--- config.mk ---
export PLATFORM = sky130hd
export DESIGN_NAME = gpio_irq_ctrl
export DESIGN_NICKNAME = d
export VERILOG_FILES = /design/src/rtl/gpio_irq_pkg.sv /design/src/rtl/gpio_irq_sync.sv /design/src/rtl/gpio_irq_filter.sv /design/src/rtl/gpio_irq_detect.sv /design/src/rtl/gpio_irq_ctrl.sv
export SDC_FILE = /design/constraint.sdc
export NUM_CORES = 1
export LEC_CHECK = 0
export CORE_AREA = 3 3 148 78
export DETAILED_ROUTE_END_ITERATION = 7
export DIE_AREA = 0 0 151 81
export GPL_ROUTABILITY_DRIVEN = 0
export HOLD_SLACK_MARGIN = 0.08
export SLEW_MARGIN = 25
export SYNTH_ARGS = -nofsm -noshare
export SYNTH_HDL_FRONTEND = slang
export SYNTH_SLANG_ARGS = --single-unit
--- constraint.sdc ---
create_clock -name clk -period 1.9 [get_ports clk]
set_clock_uncertainty 0.1 [all_clocks]
set_input_delay 0.475 -clock clk [delete_from_list [all_inputs] [get_ports clk]]
set_output_delay 0.475 -clock clk [all_outputs]
set_load 0.02 [all_outputs]
--- src/rtl/gpio_irq_pkg.sv ---
package gpio_irq_pkg;

   localparam logic [7:0] OFS_MODE = 8'h00;
   localparam logic [7:0] OFS_POL  = 8'h04;
   localparam logic [7:0] OFS_ACK  = 8'h08;
   localparam logic [7:0] OFS_EN   = 8'h0C;
   localparam logic [7:0] OFS_STAT = 8'h10;
   localparam logic [7:0] OFS_RAW  = 8'h14;
   localparam logic [7:0] OFS_FILT = 8'h18;

   typedef enum logic [2:0] {
      SEL_NONE, SEL_MODE, SEL_POL, SEL_ACK, SEL_EN, SEL_STAT, SEL_RAW, SEL_FILT
   } reg_sel_e;

   function automatic reg_sel_e decode_addr(input logic [7:0] a);
      case (a)
         OFS_MODE: return SEL_MODE;
         OFS_POL:  return SEL_POL;
         OFS_ACK:  return SEL_ACK;
         OFS_EN:   return SEL_EN;
         OFS_STAT: return SEL_STAT;
         OFS_RAW:  return SEL_RAW;
         OFS_FILT: return SEL_FILT;
         default:  return SEL_NONE;
      endcase
   endfunction

endpackage

--- src/rtl/gpio_irq_sync.sv ---
module gpio_irq_sync #(
   parameter int W      = 8,
   parameter int STAGES = 2
) (
   input  logic         clk,
   input  logic         rst_n,
   input  logic [W-1:0] d,
   output logic [W-1:0] q
);
   logic [W-1:0] stage_q [STAGES];

   always_ff @(posedge clk or negedge rst_n) begin
      if (!rst_n) begin
         for (int k = 0; k < STAGES; k++) stage_q[k] <= '0;
      end else begin
         stage_q[0] <= d;
         for (int k = 1; k < STAGES; k++) stage_q[k] <= stage_q[k-1];
      end
   end

   assign q = stage_q[STAGES-1];
endmodule

--- src/rtl/gpio_irq_filter.sv ---
module gpio_irq_filter #(
   parameter int W      = 8,
   parameter int CYCLES = 4
) (
   input  logic         clk,
   input  logic         rst_n,
   input  logic [W-1:0] d,
   output logic [W-1:0] q
);
   if (CYCLES <= 1) begin : g_pass
      assign q = d;
   end else begin : g_count
      localparam int CNT_W = $clog2(CYCLES);
      localparam logic [CNT_W-1:0] LAST = CNT_W'(CYCLES - 1);

      for (genvar i = 0; i < W; i++) begin : g_pin
         logic [CNT_W-1:0] cnt_q;
         logic             stable_q;

         always_ff @(posedge clk or negedge rst_n) begin
            if (!rst_n) begin
               cnt_q    <= '0;
               stable_q <= 1'b0;
            end else if (d[i] == stable_q) begin
               cnt_q <= '0;
            end else if (cnt_q == LAST) begin
               stable_q <= d[i];
               cnt_q    <= '0;
            end else begin
               cnt_q <= cnt_q + 1'b1;
            end
         end

         assign q[i] = stable_q;
      end
   end
endmodule

--- src/rtl/gpio_irq_detect.sv ---
module gpio_irq_detect #(
   parameter int W = 8
) (
   input  logic         clk,
   input  logic         rst_n,
   input  logic [W-1:0] lvl,
   input  logic [W-1:0] edge_mode,
   input  logic [W-1:0] rise_hi,
   input  logic [W-1:0] ack_clr,
   input  logic [W-1:0] cfg_clr,
   output logic [W-1:0] ev_set,
   output logic [W-1:0] raw
);
   logic [W-1:0] prev_q;
   logic [W-1:0] hold_q;
   logic [W-1:0] rise, fall, hold_d;

   assign rise   = lvl & ~prev_q;
   assign fall   = ~lvl & prev_q;
   assign ev_set = edge_mode & ((rise_hi & rise) | (~rise_hi & fall));

   // a configuration change discards the old event and the one seen under the old setting
   assign hold_d = ((hold_q & ~(ack_clr | cfg_clr)) | (ev_set & ~cfg_clr)) & edge_mode;

   always_ff @(posedge clk or negedge rst_n) begin
      if (!rst_n) begin
         prev_q <= '0;
         hold_q <= '0;
      end else begin
         prev_q <= lvl;
         hold_q <= hold_d;
      end
   end

   assign raw = (edge_mode & hold_q) | (~edge_mode & ~(lvl ^ rise_hi));
endmodule

--- src/rtl/gpio_irq_ctrl.sv ---
module gpio_irq_ctrl
   import gpio_irq_pkg::*;
#(
   parameter int NUM_PINS    = 8,
   parameter int ADDR_W      = 5,
   parameter int SYNC_STAGES = 2,
   parameter int DB_CYCLES   = 4
) (
   input  logic                clk,
   input  logic                rst_n,
   input  logic [NUM_PINS-1:0] pin_i,
   input  logic [ADDR_W-1:0]   bus_addr,
   input  logic                bus_wr,
   input  logic [NUM_PINS-1:0] bus_wdata,
   output logic [NUM_PINS-1:0] bus_rdata,
   output logic                irq_o
);
   localparam int W = NUM_PINS;

   if (NUM_PINS < 1 || NUM_PINS > 32) begin : g_bad_pins
      $error("NUM_PINS must be 1..32");
   end
   if (ADDR_W < 5 || ADDR_W > 8) begin : g_bad_addr
      $error("ADDR_W must be 5..8");
   end
   if (SYNC_STAGES < 2) begin : g_bad_sync
      $error("SYNC_STAGES must be at least 2");
   end
   if (DB_CYCLES < 1) begin : g_bad_db
      $error("DB_CYCLES must be at least 1");
   end

   reg_sel_e     sel;
   logic [W-1:0] mode_q, pol_q, en_q, filt_q;
   logic [W-1:0] synced, filtered, qual;
   logic [W-1:0] ack_clr, cfg_clr, ev_set, raw_stat;
   logic         wr_mode, wr_pol;

   assign sel     = decode_addr(8'(bus_addr));
   assign wr_mode = bus_wr && (sel == SEL_MODE);
   assign wr_pol  = bus_wr && (sel == SEL_POL);

   always_ff @(posedge clk or negedge rst_n) begin
      if (!rst_n) begin
         mode_q <= '0;
         pol_q  <= '0;
         en_q   <= '0;
         filt_q <= '0;
      end else if (bus_wr) begin
         case (sel)
            SEL_MODE: mode_q <= bus_wdata;
            SEL_POL:  pol_q  <= bus_wdata;
            SEL_EN:   en_q   <= bus_wdata;
            SEL_FILT: filt_q <= bus_wdata;
            default:  ;
         endcase
      end
   end

   assign ack_clr = (bus_wr && sel == SEL_ACK) ? bus_wdata : '0;
   assign cfg_clr = (wr_mode ? (bus_wdata ^ mode_q) : '0)
                  | (wr_pol  ? (bus_wdata ^ pol_q)  : '0);

   gpio_irq_sync #(.W(W), .STAGES(SYNC_STAGES)) u_sync (
      .clk   (clk),
      .rst_n (rst_n),
      .d     (pin_i),
      .q     (synced)
   );

   gpio_irq_filter #(.W(W), .CYCLES(DB_CYCLES)) u_filt (
      .clk   (clk),
      .rst_n (rst_n),
      .d     (synced),
      .q     (filtered)
   );

   assign qual = (filt_q & filtered) | (~filt_q & synced);

   gpio_irq_detect #(.W(W)) u_det (
      .clk       (clk),
      .rst_n     (rst_n),
      .lvl       (qual),
      .edge_mode (mode_q),
      .rise_hi   (pol_q),
      .ack_clr   (ack_clr),
      .cfg_clr   (cfg_clr),
      .ev_set    (ev_set),
      .raw       (raw_stat)
   );

   always_comb begin
      case (sel)
         SEL_MODE: bus_rdata = mode_q;
         SEL_POL:  bus_rdata = pol_q;
         SEL_EN:   bus_rdata = en_q;
         SEL_FILT: bus_rdata = filt_q;
         SEL_STAT: bus_rdata = raw_stat & en_q;
         SEL_RAW:  bus_rdata = raw_stat;
         default:  bus_rdata = '0;
      endcase
   end

   assign irq_o = |(raw_stat & en_q);
endmodule

==> flow_summary_export.csv <==
group,metric,value,unit
sta,maxSlewViolCount,0,
sta,min_period_over_period,1.36,
yosys,synthFlopType,"dfrtp_1",
clock_tree,h-tree-depth,3,
yosys,synth_seq_cells,88,
sta,final-setup-viol-count,9,
final_layout,fin_area,5880,um^2
final_layout,instances_no_fill,600,
floorplanning,core.rowCount,26,
status,status,"finished with violations",
floorplanning,die_h,81,um
power_and_ir_drop,powerDensity,1160,nW/um^2
setup_path,crit_required,1320,ps
yosys,yosysTopAreaCell,"dfrtp_1",
routing,vias_per_cell,5.13,
yosys,syn_avg_cell_area,12.2,um^2
routing,ant_nets,0,
clock_tree,clk_latency,340,ps
yosys,synth_area_leaders,"dfrtp_1, mux2_2, mux2_4",
final_layout,num_antenna_cells,0,
sta,max_freq,387,MHz
grt,grt_pass1_wl,16.2,mm
flow_run,drv_cap,0,
clock_tree,cts.sinks,88,
grt,track_usage,0.173,
sta,rsz0062_at_grt,"yes",
yosys,synth_area,4130,um^2
final_layout,drive_gt1_frac,0.443,
placement,place_area,5340,um^2
yosys,async_flop_share,1.00,
status,violations,"negative setup slack",
setup_path,reg2reg_from,"filt_q[1]$_DFFE_PN0P_",
routing,wire_per_inst,16.4,um
setup_path,crit_path_end_kind,"output pin",
clock_tree,clkTransAtPathRegs,60,ps
sta,layout_setup_ws,-683,ps
placement,dp_hpwl,6.93,mm
clock_tree,clockRootBuffer,"clkbuf_16",
routing,wirelength,9.85,mm
setup_path,crit_fanout,3,
floorplanning,core,10200,um^2
sta,worst_slew_pin_slew,486,ps
worst_hold_path,hold_path_class,"reg2reg",
final_layout,syn_to_final_growth,42.4,%
routing,drt_pass1_iterations,4,
worst_hold_path,min-delay-start,"u_sync.stage_q[9]$_DFF_PN0_",
placement,place_inst,579,
floorplanning,start_util,0.404,
final_layout,layout_commonest_cell,"dfrtp_1",
grt,grt_max_degree,37,
setup_path,critPathLaunchType,"flop",
grt,grt.overflow.total,0,
yosys,synth_nets,370,
sta,whs,251,ps
yosys,netlist.area_leader.share,0.533,
yosys,synth_edf_count,0,
clock_tree,cts_buffers,9,
sta,hold_viol,0,
routing,route.detailed.drc,0,
yosys,yosysWarnings,0,
floorplanning,die_area,12200,um^2
clock_tree,cts_tree,"yes",
floorplanning,ioPinCount,33,
setup_path,critical_path_class,"reg2out",
yosys,synthCells,338,
final_layout,final_cell_mix,"dfrtp_1, buf_4, mux2_2",
grt,antenna_found_initial,0,
clock_tree,clockBufferDepth,2,
yosys,yosysSeqAreaShare,0.533,
power_and_ir_drop,power_leakage,2.64,nW
grt,grt_pass1_vias,3216,
setup_path,arrival,2010,ps
setup_path,crit_path_start,"filt_q[7]$_DFFE_PN0P_",
power_and_ir_drop,total_power,6.79,mW
routing,drt-initial-drc-count,162,
final_layout,fin_nets,487,
sta,relSlewSlack,0.676,
power_and_ir_drop,ir_drop,429,uV
placement,numPortBuffers,32,
sta,finalCriticalPeriod,2580,ps
floorplanning,die_w,151,um
yosys,ys_types,45,
routing,via_count,3079,
-- registers in the layout (all words and copies together) (netlist names) --
signal	count
en_q	8
filt_q	8
mode_q	8
pol_q	8
u_det.hold_q	8
u_det.prev_q	8
u_filt.g_count.g_pin.cnt_q	16
u_filt.g_count.g_pin.stable_q	8
u_sync.q	8
u_sync.stage_q	8
-- final cells by class --
class                      count  area (um^2)
sequential                    88         2200
clock buffer                  10          239
clock inverter                 6          115
multi-input combinational    238         2120
fill                         837         4340
timing repair buffer         114         1020
inverter                       4         15.0
tap                          140          175
-- synth_stat cells (2+ instances only) --
library cell,count
a21oi_1,15
a221oi_1,8
a22o_1,14
and2_1,7
buf_2,4
buf_4,3
dfrtp_1,88
ha_1,8
inv_1,4
mux2_1,4
mux2_2,27
mux2_4,13
mux2i_1,2
nand2_1,14
nand2b_1,17
nand3_1,2
nor2_1,15
nor2_2,2
nor2b_1,16
nor3_1,8
nor3_2,2
o21ai_0,16
o21ai_1,4
o311ai_1,3
o31ai_1,6
xnor2_1,17
-- kinds of logic after synthesis --
| family | share of synthesized area |
|---|---|
| xor+xnor | 0.0360 |
| fa+ha+maj | 0.0242 |
| simple gates | 0.139 |
| mux | 0.137 |
| flops | 0.533 |
| buf+inv | 0.0176 |
| compound gates | 0.113 |
-- path summary, 6_finish.rpt --
path                            cells after the start                                           end  slack, ps
max in group asynchronous                           3    u_filt.g_count.g_pin[2].cnt_q[1]$_DFF_PN0_        620
worst min-delay path                                0                         u_sync.q[1]$_DFF_PN0_        250
min in group asynchronous                           2  u_filt.g_count.g_pin[3].stable_q$_DFFE_PN0P_        540
worst min register to register                      0                         u_sync.q[1]$_DFF_PN0_        250
worst max register to register                      6                     u_det.hold_q[1]$_DFF_PN0_        280
worst max-delay path                                6                                         irq_o       -680
-- metal layers --
metal	wire length, um	track usage	vias up	share of wire
li1	-	-	1460	-
met5	0	0	-	0
met3	339	0.0362	15	0.034
met4	177	0.0696	0	0.018
met1	4510	0.222	1560	0.46
met2	4830	0.290	44	0.49
-- stage by stage --
stage | worst slack, ps | TNS (ps) | utilization
6_report | -683 | -4110 | 0.576
5_1_grt | -743 | -4610 | 0.576
4_1_cts | -681 | -4270 | 0.574
3_5_place_dp | -1150 | -25630 | 0.523
3_3_place_gp | -1100 | -23990 | 0.523
2_1_floorplan | -150 | -964 | -
-- what timing repair did --
action / 4_1_cts / 5_1_grt
pin swaps: 14 / 11
gates cloned: 1 / 0
hold buffers: 1 / 0
buffers inserted: 2 / 1
endpoints found under the hold margin: 34 / 0
endpoints found under the setup margin: 33 / 13
resized for setup: 94 / 11
-- critical path: stages, from the launching register on --
cell and delay (ps):
dfrtp_1 390, mux2_4 310, and2_4 180, o311ai_4 240, o2111a_1 270, nand4_1 100, buf_4 170
-- report_power, final --
part | internal (mW) | switching (mW)
registers | 2.33 | 0.305
logic | 1.22 | 0.876
clock network | 1.33 | 0.741
Power figures use the tool's default switching activity.
